$ cat config.mk
export PLATFORM = sky130hd
export DESIGN_NAME = outport_sfx
export DESIGN_NICKNAME = d
export VERILOG_FILES = /design/src/rtl/outport_pkg.sv /design/src/rtl/outport_rst_sync.sv /design/src/rtl/outport_regs.sv /design/src/rtl/outport_pinmux.sv /design/src/rtl/outport_sfx.sv
export SDC_FILE = /design/constraint.sdc
export NUM_CORES = 1
export LEC_CHECK = 0
export BUFFER_PORTS_ARGS = -buffer_cell sky130_fd_sc_hd__buf_2
export CAP_MARGIN = 20
export CORE_MARGIN = 1
export CORE_UTILIZATION = 40
export DETAILED_ROUTE_END_ITERATION = 12
export PLACE_DENSITY_LB_ADDON = 0.25
export SETUP_SLACK_MARGIN = 0.4
export SYNTH_ARGS = -nofsm -noshare
export SYNTH_HDL_FRONTEND = slang
export SYNTH_SLANG_ARGS = --single-unit
$ cat constraint.sdc
create_clock -name clk -period 0.8 [get_ports clk]
set_input_delay 0.08 -clock clk [delete_from_list [all_inputs] [get_ports clk]]
set_output_delay 0.08 -clock clk [all_outputs]
set_load 0.1 [all_outputs]
$ cat src/rtl/outport_pkg.sv
package outport_pkg;
  localparam int unsigned PORT_W = 4;

  typedef enum logic {
    REG_CTRL = 1'b0,
    REG_DATA = 1'b1
  } reg_kind_e;
endpackage

$ cat src/rtl/outport_rst_sync.sv
module outport_rst_sync (
  input  logic clk,
  input  logic rst_n_in,
  output logic rst_n_out
);
  logic [1:0] sync_q;
  logic [1:0] sync_d;

  always_comb begin
    sync_d = {sync_q[0], 1'b1};
  end

  always_ff @(posedge clk or negedge rst_n_in) begin
    if (!rst_n_in) begin
      sync_q <= 2'b00;
    end else begin
      sync_q <= sync_d;
    end
  end

  assign rst_n_out = sync_q[1];
endmodule

$ cat src/rtl/outport_regs.sv
module outport_regs
  import outport_pkg::*;
#(
  parameter int unsigned NUM_PORTS = 2,
  parameter int unsigned DATA_W    = PORT_W,
  parameter int unsigned ADDR_W    = $clog2(2 * NUM_PORTS)
) (
  input  logic                          clk,
  input  logic                          rst_n,
  input  logic                          wr_en,
  input  logic [ADDR_W-1:0]             addr,
  input  logic [DATA_W-1:0]             wdata,
  output logic [DATA_W-1:0]             rdata,
  output logic [NUM_PORTS-1:0]          hiz_q,
  output logic [NUM_PORTS*DATA_W-1:0]   data_q
);
  localparam int unsigned PIDX_W = ADDR_W - 1;

  logic [NUM_PORTS-1:0]        hiz_d;
  logic [NUM_PORTS*DATA_W-1:0] data_d;
  logic [PIDX_W-1:0]           port_idx;
  reg_kind_e                   kind;

  assign port_idx = addr[ADDR_W-1:1];
  assign kind     = reg_kind_e'(addr[0]);

  always_comb begin
    hiz_d  = hiz_q;
    data_d = data_q;
    for (int p = 0; p < NUM_PORTS; p++) begin
      if (port_idx == PIDX_W'(p)) begin
        if (kind == REG_CTRL) begin
          hiz_d[p] = wdata[0];
        end else begin
          data_d[p*DATA_W +: DATA_W] = wdata;
        end
      end
    end
  end

  always_ff @(posedge clk or negedge rst_n) begin
    if (!rst_n) begin
      hiz_q  <= '0;
      data_q <= '0;
    end else if (wr_en) begin
      hiz_q  <= hiz_d;
      data_q <= data_d;
    end
  end

  always_comb begin
    if (kind == REG_CTRL) begin
      rdata = {{(DATA_W-1){1'b0}}, hiz_q[port_idx]};
    end else begin
      rdata = data_q[port_idx*DATA_W +: DATA_W];
    end
  end
endmodule

$ cat src/rtl/outport_pinmux.sv
module outport_pinmux #(
  parameter int unsigned DATA_W   = 4,
  parameter int unsigned NUM_SPEC = 3
) (
  input  logic [DATA_W-1:0]   data,
  input  logic                hiz,
  input  logic [NUM_SPEC-1:0] mode,
  input  logic [NUM_SPEC-1:0] spec,
  output logic [DATA_W-1:0]   pad_o,
  output logic [DATA_W-1:0]   pad_oe
);
  for (genvar b = 0; b < DATA_W; b++) begin : g_bit
    if (b < NUM_SPEC) begin : g_spec
      assign pad_o[b] = mode[b] ? (spec[b] | data[b]) : data[b];
    end else begin : g_plain
      assign pad_o[b] = data[b];
    end
  end

  assign pad_oe = {DATA_W{~hiz}};
endmodule

$ cat src/rtl/outport_sfx.sv
module outport_sfx
  import outport_pkg::*;
#(
  parameter int unsigned NUM_PORTS = 2,
  parameter int unsigned DATA_W    = PORT_W,
  parameter int unsigned NUM_SPEC  = 3,
  parameter int unsigned SPEC_PORT = 1,
  parameter int unsigned ADDR_W    = $clog2(2 * NUM_PORTS)
) (
  input  logic                        clk,
  input  logic                        rst_n,
  input  logic                        bus_wr,
  input  logic [ADDR_W-1:0]           bus_addr,
  input  logic [DATA_W-1:0]           bus_wdata,
  output logic [DATA_W-1:0]           bus_rdata,
  input  logic [NUM_SPEC-1:0]         sel_special,
  input  logic [NUM_SPEC-1:0]         special_in,
  output logic [NUM_PORTS*DATA_W-1:0] pad_out,
  output logic [NUM_PORTS*DATA_W-1:0] pad_oe
);
  localparam int unsigned TOTAL_W = NUM_PORTS * DATA_W;

  logic                 rst_sync_n;
  logic [NUM_PORTS-1:0] hiz_q;
  logic [TOTAL_W-1:0]   data_q;
  logic [NUM_SPEC-1:0]  mode_q;
  logic [NUM_SPEC-1:0]  mode_d;

  outport_rst_sync u_rst (
    .clk       (clk),
    .rst_n_in  (rst_n),
    .rst_n_out (rst_sync_n)
  );

  outport_regs #(
    .NUM_PORTS (NUM_PORTS),
    .DATA_W    (DATA_W),
    .ADDR_W    (ADDR_W)
  ) u_regs (
    .clk    (clk),
    .rst_n  (rst_sync_n),
    .wr_en  (bus_wr),
    .addr   (bus_addr),
    .wdata  (bus_wdata),
    .rdata  (bus_rdata),
    .hiz_q  (hiz_q),
    .data_q (data_q)
  );

  always_comb begin
    mode_d = sel_special;
  end

  always_ff @(posedge clk or negedge rst_sync_n) begin
    if (!rst_sync_n) begin
      mode_q <= '0;
    end else begin
      mode_q <= mode_d;
    end
  end

  for (genvar p = 0; p < NUM_PORTS; p++) begin : g_port
    logic [NUM_SPEC-1:0] mode_p;
    logic [NUM_SPEC-1:0] spec_p;

    if (p == SPEC_PORT) begin : g_sub
      assign mode_p = mode_q;
      assign spec_p = special_in;
    end else begin : g_nosub
      assign mode_p = '0;
      assign spec_p = '0;
    end

    outport_pinmux #(
      .DATA_W   (DATA_W),
      .NUM_SPEC (NUM_SPEC)
    ) u_pin (
      .data   (data_q[p*DATA_W +: DATA_W]),
      .hiz    (hiz_q[p]),
      .mode   (mode_p),
      .spec   (spec_p),
      .pad_o  (pad_out[p*DATA_W +: DATA_W]),
      .pad_oe (pad_oe[p*DATA_W +: DATA_W])
    );
  end
endmodule

# ---- Word-level counts from Yosys, hierarchy flattened
# Index checks and enable logic that the tools add are counted.
dict set report classes {
  order_cmp 1
  n_shift 1
  mux 6
  bitwise_logic 7
  reduce_logical 4
}
# cell n
set op_table {}
lappend op_table {{AND reduction 3 bit} 4}
lappend op_table {{variable part select 8 x 4 -> 4 bit} 1}
lappend op_table {{2-to-1 mux 1 bit} 5}
lappend op_table {{2-to-1 mux 4 bit} 1}
lappend op_table {{inverter 1 bit} 4}
lappend op_table {{bitwise OR 1 bit} 3}
lappend op_table {{< comparator 1 x 2 -> 1 bit, second input constant} 1}
dict set report word_totals {
  register_bits 15
  inputBits 15
  output_inout_bits 20
}

# ---- Logic depth before layout (Yosys ltp)
# Gate-level depths: netlist (run 1).
dict set report depth {
  ltp_word 3
  mapped_depth 3
  ltp_nobuf 2
}

# ---- By module
# A second synthesis (run 1) with hierarchy kept.
dict set report hier_totals {
  hier_cells 55
  area_unflattened_um2 739.5
}
# module instances cells_per_inst area_each_um2
set modules_own_cells {}
lappend modules_own_cells {outport_regs 1 32 494.2}
lappend modules_own_cells {outport_pinmux 2 8 56.3}
lappend modules_own_cells {outport_sfx 1 4 78.8}
lappend modules_own_cells {outport_rst_sync 1 3 53.8}

# ---- Worst setup path after synthesis (run 1)
# OpenSTA, ideal clock, no wires.
dict set report synth_timing {
  path_kind {register to output}
  startpoint {register u_regs.data_q[5]}
  endpoint {output port bus_rdata[1]}
  arrival_ns 1.746
  required_time_ns 0.720
  path_slack_ns -1.026
  stages_incl_launch_ff 3
  n_path_buf 0
  path_cell_list {dfrtp_1 -> mux2i_1 -> nor2b_1}
}
dict set report synth_via {
  elab_chain_cells 2
}
# element line_no
set synth_lines {}
lappend synth_lines {{from (decl)} outport_regs.sv:15} ;# output logic [NUM_PORTS*DATA_W-1:0] data_q
lappend synth_lines {{from (signal assigned)} outport_regs.sv:47} ;# data_q <= data_d;
lappend synth_lines {{variable part select 8 x 4 -> 4 bit} outport_regs.sv:55} ;# rdata = data_q[port_idx*DATA_W +: DATA_W];
lappend synth_lines {{2-to-1 mux 4 bit} outport_regs.sv:52} ;# if (kind == REG_CTRL) begin
lappend synth_lines {{to (decl)} outport_sfx.sv:15} ;# output logic [DATA_W-1:0] bus_rdata,
# Every way passes these cells.

# ---- Worst setup path in the final report (run 1)
dict set report layout_timing {
  startpoint {register u_regs.data_q[0]}
  endpoint {output port bus_rdata[0]}
}
# Same word-level chain as after synthesis.

==> impl_results.rst, run 1 <==
.. list-table::
   :header-rows: 1

   * - Metric
     - Value
   * - Status
     - finished, violations left
   * - Violations in the final reports
     - negative hold slack, negative setup slack
   * - Relative area change from synthesis to final layout
     - 93.3%
   * - Number of remaining DRC errors
     - 0
   * - Net count after synthesis
     - 69
   * - Endpoint arrival time on the critical path
     - 1.36 ns
   * - Drt pass-1 iters
     - 2
   * - Routed len/inst
     - between 10 and 15 microns
   * - Number of failing hold endpoints at the final stage
     - 3
   * - Layout Nets
     - 111
   * - Power density relative to cell area
     - 3030 mW/mm^2
   * - Post-synth top cells
     - dfrtp_1, buf_4, mux2_2
   * - Count of flip-flops with a built-in enable after synthesis
     - 0
   * - Overall power after layout
     - 4.35 mW
   * - H-Tree Depth
     - 1
   * - GRT Overall Usage
     - between 10% and 20%
   * - Worst Skew
     - 0.00618 ns
   * - Ports placed on the boundary
     - 35
   * - Element type at the critical path end
     - output pin
   * - Chip height
     - approximately 45 microns
   * - Total number of vias
     - around 560
   * - Highest Clock Rate
     - 696 MHz
   * - Number of rows created at floorplan
     - 15
   * - Overall die area
     - roughly 0.0020 sq mm
   * - Setup ws final
     - -0.637 ns
   * - Clock slew at the register clock pins of the worst setup and hold paths
     - 0.09 ns
   * - Share of flip-flops with an asynchronous set or reset after synthesis
     - 100%
   * - First-pass GRT wire length
     - 2.50 mm
   * - Antenna diode count
     - 0
   * - Starting DRT DRC Count
     - 5
   * - # port buffers
     - 34
   * - Worst slack on hold paths
     - -0.102 ns
   * - Half-perimeter wire length of the detailed placement result
     - 1.16 mm
   * - Fraction of the yosys area taken by sequential cells
     - 50.5%
   * - Initial antenna violation count
     - 0
   * - Critical path class
     - flip-flop to output pin
   * - Max FO, Critical Path
     - 2
   * - Routed Antenna Nets
     - 0
   * - Pleak
     - 0.689 nW
   * - Total core area
     - 0.00173 sq mm
   * - CTS tree
     - done
   * - Final GP Congestion
     - around 0.65
   * - Setup repair after global routing missed its margin
     - yes
   * - Post-synth design cell area
     - 743 sq um
   * - Wire length after detailed routing
     - 1.58 mm
   * - Most used DFF post-synth
     - dfrtp_1
   * - Horizontal die dimension
     - 45.1 microns
   * - Data required time of the critical path
     - 0.72 ns
   * - Hold/Removal Path Class
     - input port to flip-flop
   * - Count of max-cap constraint violations
     - 0
   * - Via/cell ratio
     - 4.65
   * - Number of buffers inserted by hold repair at cts
     - 1
   * - Portion of synthesized cell area occupied by the leading cell type
     - 50.5%
   * - CTS Root Buffer Type
     - clkbuf_4
   * - Cell count after synthesis
     - 54
   * - Maximum number of pins on one net before global-route repair
     - 14
   * - Top area cells in the synthesized netlist
     - dfrtp_1, mux2_2, buf_4, mux2i_1, mux4_1
   * - Vias in the first global route
     - 580
   * - Total of endpoints with negative setup slack in the final report
     - 28
   * - Clock Sinks
     - 15
   * - Unique cell type count in the Yosys netlist
     - 14
   * - Number of flip-flops and latches in the synthesized netlist
     - 15
   * - Avg Synthesized Cell Area
     - 13.8 sq um
   * - Clock latency of the later-clocked register in the worst-skew pair
     - 0.28 ns
   * - Starting utilization of the core area
     - 43.0%
   * - GRT overflow
     - 0
   * - Proportion of layout cells with a drive suffix above 1
     - 81.1%
   * - Launching element type of the critical path
     - flip-flop
   * - Final critical-path required period
     - 1.44 ns
   * - Library cell with the highest instance count after synthesis
     - dfrtp_1
   * - Number of buffers created by CTS
     - 3
   * - Final sum of negative setup slack
     - -8.87 ns
   * - Pins Over Slew Limit
     - 0
   * - Number of synthesis warnings
     - 0
   * - Final Cycle Share
     - 180%
   * - Peak ir drop on the vdd network
     - 2.11 mV
   * - Synth area leader
     - dfrtp_1
   * - Clock buffer depth
     - 2
## registers in the layout, summed over array words and instances (netlist names)
register / count
g_port.mode_p: 3
u_rst.sync_q: 2
u_regs.hiz_q: 2
u_regs.data_q: 8
## cells by family after synthesis
| kind of cell | count (synthesis) | share of synthesized area (%) |
|---|---|---|
| DFF | 15 | 50.5 |
| muxes | 14 | 22.7 |
| buffers and inverters | 14 | 13.6 |
| and+or+nand+nor | 7 | 9.60 |
| AOI/OAI and AO/OA | 3 | 3.03 |
| other | 1 | 0.505 |
## critical path, stage by stage, from the launching register on
cell     delay, ns
dfrtp_1       0.39
mux4_2        0.50
buf_12        0.19
## metrics by stage
stage	hold slack (ns)	std cells	cell area [sq um]	setup WS, ns	util [%]
after global routing	-0.113	120	1440	-0.681	83.2
after detailed placement	-0.132	111	1290	-0.401	74.6
final	-0.102	120	1440	-0.637	83.2
after global placement	-0.134	111	1290	-0.384	74.6
after CTS	-0.104	119	1390	-0.634	80.4
after floorplan	-0.216	54	910	-0.495	-
## final timing paths
path | to | slack, ns | depth (start not counted) | startpoint
setup / recovery | bus_rdata[0] | -0.64 | 2 | u_regs.data_q[0]
hold reg to reg | u_regs.data_q[4] | 0.16 | 0 | u_rst.sync_q[1]
max in group asynchronous | g_port[1].mode_p[1] | 0.46 | 0 | u_rst.sync_q[1]
setup reg to reg | u_regs.data_q[4] | -0.17 | 3 | u_regs.data_q[4]
hold / removal | g_port[1].mode_p[2] | -0.10 | 1 | sel_special[2]
min in group asynchronous | u_rst.sync_q[1] | 0.11 | 2 | rst_n
## report_power, final
group          total (mW)  leakage, nW  switching (mW)  internal, mW
Clock               0.434       0.0150           0.240         0.193
Combinational        2.93        0.499            1.75          1.18
Sequential          0.980        0.176           0.112         0.868
Total                4.35        0.689            2.10          2.24
## placed cells by master, fill, tap and decap left out
cell type	netlist	routed
buf_12	0	20
dfrtp_1	15	14
buf_2	0	14
buf_6	1	11
mux2_4	0	9
a21o_4	0	3
mux2i_2	0	3
nor2b_4	0	3
clkbuf_4	0	3
buf_4	11	3
clkinvlp_4	0	2
mux4_2	0	1
nand3_4	1	1
nand3b_4	1	1
nor3b_2	0	1
mux2_2	10	1
nand3b_1	1	1
clkbuf_1	0	1
dlygate4sd3_1	0	1
conb_1	1	1
dfrtp_4	0	1
## area by class of cell
type,instances,area [sq um]
Multi-Input combinational cell,25,358
Tap cell,25,31.3
Fill cell,95,290
Sequential cell,15,379
Timing Repair Buffer,49,627
Clock buffer,4,26.3
Inverter,2,15.0
## per-layer routing
layer | wire, microns | global-route usage [%] | part of all wire, %
met1 | 590 | 19.9 | 37
met2 | 905 | 33.9 | 57
met3 | 66 | 3.60 | 4.2
met4 | 17 | 7.27 | 1.1
met5 | 0 | 0 | 0
## what timing repair did
item	4_1_cts	5_1_grt
buffers inserted	3	1
endpoints found under the setup margin	31	44
hold endpoints to repair	5	3
gates resized for setup	11	11
pin swaps	0	0
(Power assumes the default switching activity.)
==> run 2, diff against run 1 <==
--- a/config.mk
+++ b/config.mk
@@ -10,6 +10,7 @@
 export CORE_MARGIN = 1
 export CORE_UTILIZATION = 40
 export DETAILED_ROUTE_END_ITERATION = 12
+export GPL_TIMING_DRIVEN = 1
 export PLACE_DENSITY_LB_ADDON = 0.25
 export SETUP_SLACK_MARGIN = 0.4
 export SYNTH_ARGS = -nofsm -noshare
==> constraint.sdc (replaced) <==
create_clock -name clk -period 0.8 [get_ports clk]
set_input_delay 0.04 -clock clk [delete_from_list [all_inputs] [get_ports clk]]
set_output_delay 0.04 -clock clk [all_outputs]
set_load 0.1 [all_outputs]
==> impl_results.rst, run 2 (same netlist as run 1, synthesis figures left out) <==
.. list-table::
   :header-rows: 1

   * - Metric
     - Value
   * - Status
     - finished, violations left (unchanged)
   * - Violations in the final reports
     - negative hold slack, negative setup slack (unchanged)
   * - Worst path cell trace
     - mux4_2 > buf_6 (was mux4_2 > buf_12)
   * - Number of remaining DRC errors
     - 0 (unchanged)
   * - Area of the multi-input gates
     - 350 sq um (was 358 sq um)
   * - Data required time of the critical path
     - 0.76 ns (was 0.72 ns)
   * - Hold/Removal Path Class
     - input port to flip-flop (unchanged)
   * - Number of buffers inserted by hold repair at cts
     - 1 (unchanged)
   * - Horizontal die dimension
     - 45.1 microns (unchanged)
   * - Highest-count cells in the layout ignoring fill and taps
     - buf_12, dfrtp_1, buf_2 (unchanged)
   * - Count of max-cap constraint violations
     - 0 (unchanged)
   * - H-Tree Depth
     - 1 (unchanged)
   * - Number of flip-flops in the largest register
     - 8 (unchanged)
   * - Final sum of negative setup slack
     - -9.45 ns (was -8.87 ns)
   * - Critical path class
     - flip-flop to output pin (unchanged)
   * - Clock latency of the later-clocked register in the worst-skew pair
     - 0.29 ns (was 0.28 ns)
   * - Highest Clock Rate
     - 716 MHz (was 696 MHz)
   * - Drt pass-1 iters
     - 2 (unchanged)
   * - Number of buffers created by CTS
     - 3 (unchanged)
   * - Routed Antenna Nets
     - 0 (unchanged)
   * - Maximum number of pins on one net before global-route repair
     - 14 (unchanged)
   * - CTS tree
     - done (unchanged)
   * - Number of rows created at floorplan
     - 15 (unchanged)
   * - Final Cycle Share
     - 175% (was 180%)
   * - Worst Skew
     - 0.00756 ns (was 0.00618 ns)
   * - Register cell area after layout
     - 377 sq um (was 379 sq um)
   * - Setup ws final
     - -0.597 ns (was -0.637 ns)
   * - Total of endpoints with negative setup slack in the final report
     - 29 (was 28)
   * - CTS Root Buffer Type
     - clkbuf_4 (unchanged)
   * - Chip height
     - 45.1 microns (unchanged)
   * - Setup repair after global routing missed its margin
     - yes (unchanged)
   * - Endpoint arrival time on the critical path
     - 1.36 ns (about the same)
   * - Critical Path Slowest Stage Cell
     - mux4_2 (unchanged)
   * - Total core area
     - 0.00173 sq mm (unchanged)
   * - Half-perimeter wire length of the detailed placement result
     - 1.21 mm (was 1.16 mm)
   * - Clock Sinks
     - 15 (unchanged)
   * - Pins Over Slew Limit
     - 0 (unchanged)
   * - GRT overflow
     - 0 (unchanged)
   * - Total number of vias
     - 565 (was 558)
   * - Most common cell after layout, fill and taps aside
     - buf_12 (unchanged)
   * - Overall power after layout
     - 4.39 mW (was 4.35 mW)
   * - Antenna diode count
     - 0 (unchanged)
   * - Pleak
     - 0.715 nW (was 0.689 nW)
   * - Ports placed on the boundary
     - 35 (unchanged)
   * - Post-layout utilization of the core
     - 85.5% (was 83.2%)
   * - Vias in the first global route
     - 576 (was 580)
   * - Routed len/inst
     - 14.4 microns (was 13.2 microns)
   * - Element type at the critical path end
     - output pin (unchanged)
   * - Peak ir drop on the vdd network
     - 1.91 mV (was 2.11 mV)
   * - Layout Nets
     - 118 (was 111)
   * - Proportion of layout cells with a drive suffix above 1
     - 83.3% (was 81.1%)
   * - Starting utilization of the core area
     - 43.0% (unchanged)
   * - Via/cell ratio
     - 4.45 (was 4.65)
   * - Final critical-path required period
     - 1.40 ns (was 1.44 ns)
   * - FILL cells
     - 94 (was 95)
   * - Max FO, Critical Path
     - 2 (unchanged)
   * - Number of failing hold endpoints at the final stage
     - 9 (was 3)
   * - Largest stage delay on the critical path
     - 0.47 ns (was 0.50 ns)
   * - Worst slack on hold paths
     - -0.145 ns (was -0.102 ns)
   * - First-pass GRT wire length
     - 2.56 mm (was 2.50 mm)
   * - Power density relative to cell area
     - 2970 mW/mm^2 (was 3030 mW/mm^2)
   * - Largest reg by FF count
     - u_regs.data_q (unchanged)
   * - Launching element type of the critical path
     - flip-flop (unchanged)
   * - Final GP Congestion
     - 0.640 (was 0.654)
   * - Initial antenna violation count
     - 0 (unchanged)
   * - Relative area change from synthesis to final layout
     - 98.7% (was 93.3%)
   * - Overall die area
     - 0.00203 sq mm (unchanged)
   * - GRT Overall Usage
     - 18.4% (was 18.2%)
   * - Starting DRT DRC Count
     - 2 (was 5)
   * - Clock slew at the register clock pins of the worst setup and hold paths
     - 0.09 ns (about the same)
   * - Clock buffer depth
     - 2 (unchanged)
   * - Wire length after detailed routing
     - 1.83 mm (was 1.58 mm)
   * - # port buffers
     - 34 (unchanged)
## run 2: power breakdown
part	switching [mW]	total, mW	internal [mW]	leakage, nW
Sequential	0.0934	0.960	0.867	0.176
Clock	0.253	0.439	0.186	0.0177
Combinational	1.79	2.99	1.20	0.522
## run 2: path summary, 6_finish.rpt
path                             startpoint             endpoint  slack [ns]  depth (start not counted)
max reg2reg                u_regs.data_q[0]     u_regs.data_q[0]       -0.22                          3
min in group asynchronous             rst_n      u_rst.sync_q[0]        0.06                          2
max in group asynchronous   u_rst.sync_q[1]  g_port[1].mode_p[0]        0.51                          1
min                          sel_special[1]  g_port[1].mode_p[1]       -0.15                          1
min reg2reg                 u_rst.sync_q[1]     u_regs.data_q[0]        0.17                          1
max                        u_regs.data_q[0]         bus_rdata[0]       -0.60                          2
## run 2: final cells by class
type	instances	share of cell area, %
clock inverter	1	0.339
clock buffer	3	1.53
timing repair buffer	56	45.8
sequential	15	25.5
tap	25	2.12
inverter	2	1.02
multi-input combinational	25	23.7
## run 2: metal layers
layer	global-route usage (%)	share of wire [%]
met1	22.8	38
met2	30.1	57
met3	4.00	4.3
met4	9.09	0.66
met5	0	0
## run 2: repair_timing
action / CTS / global route
gates resized for setup: 11 / 3
buffers inserted: 4 / 5
hold endpoints to repair: 11 / 9
endpoints found under the setup margin: 31 / 44
## run 2: stage by stage
step	setup WS [ns]	instance area, sq um	instances
after floorplan	-0.455	913	54
after global placement	-0.344	1310	113
after detailed placement	-0.355	1310	113
after CTS	-0.597	1420	122
after global routing	-0.646	1480	127
final	-0.597	1480	127
## run 2: critical path: cells and delay by family (launching register included)
family	cells	cell delay, ns
DFF	1	0.40
buffers and inverters	1	0.20
muxes	1	0.47
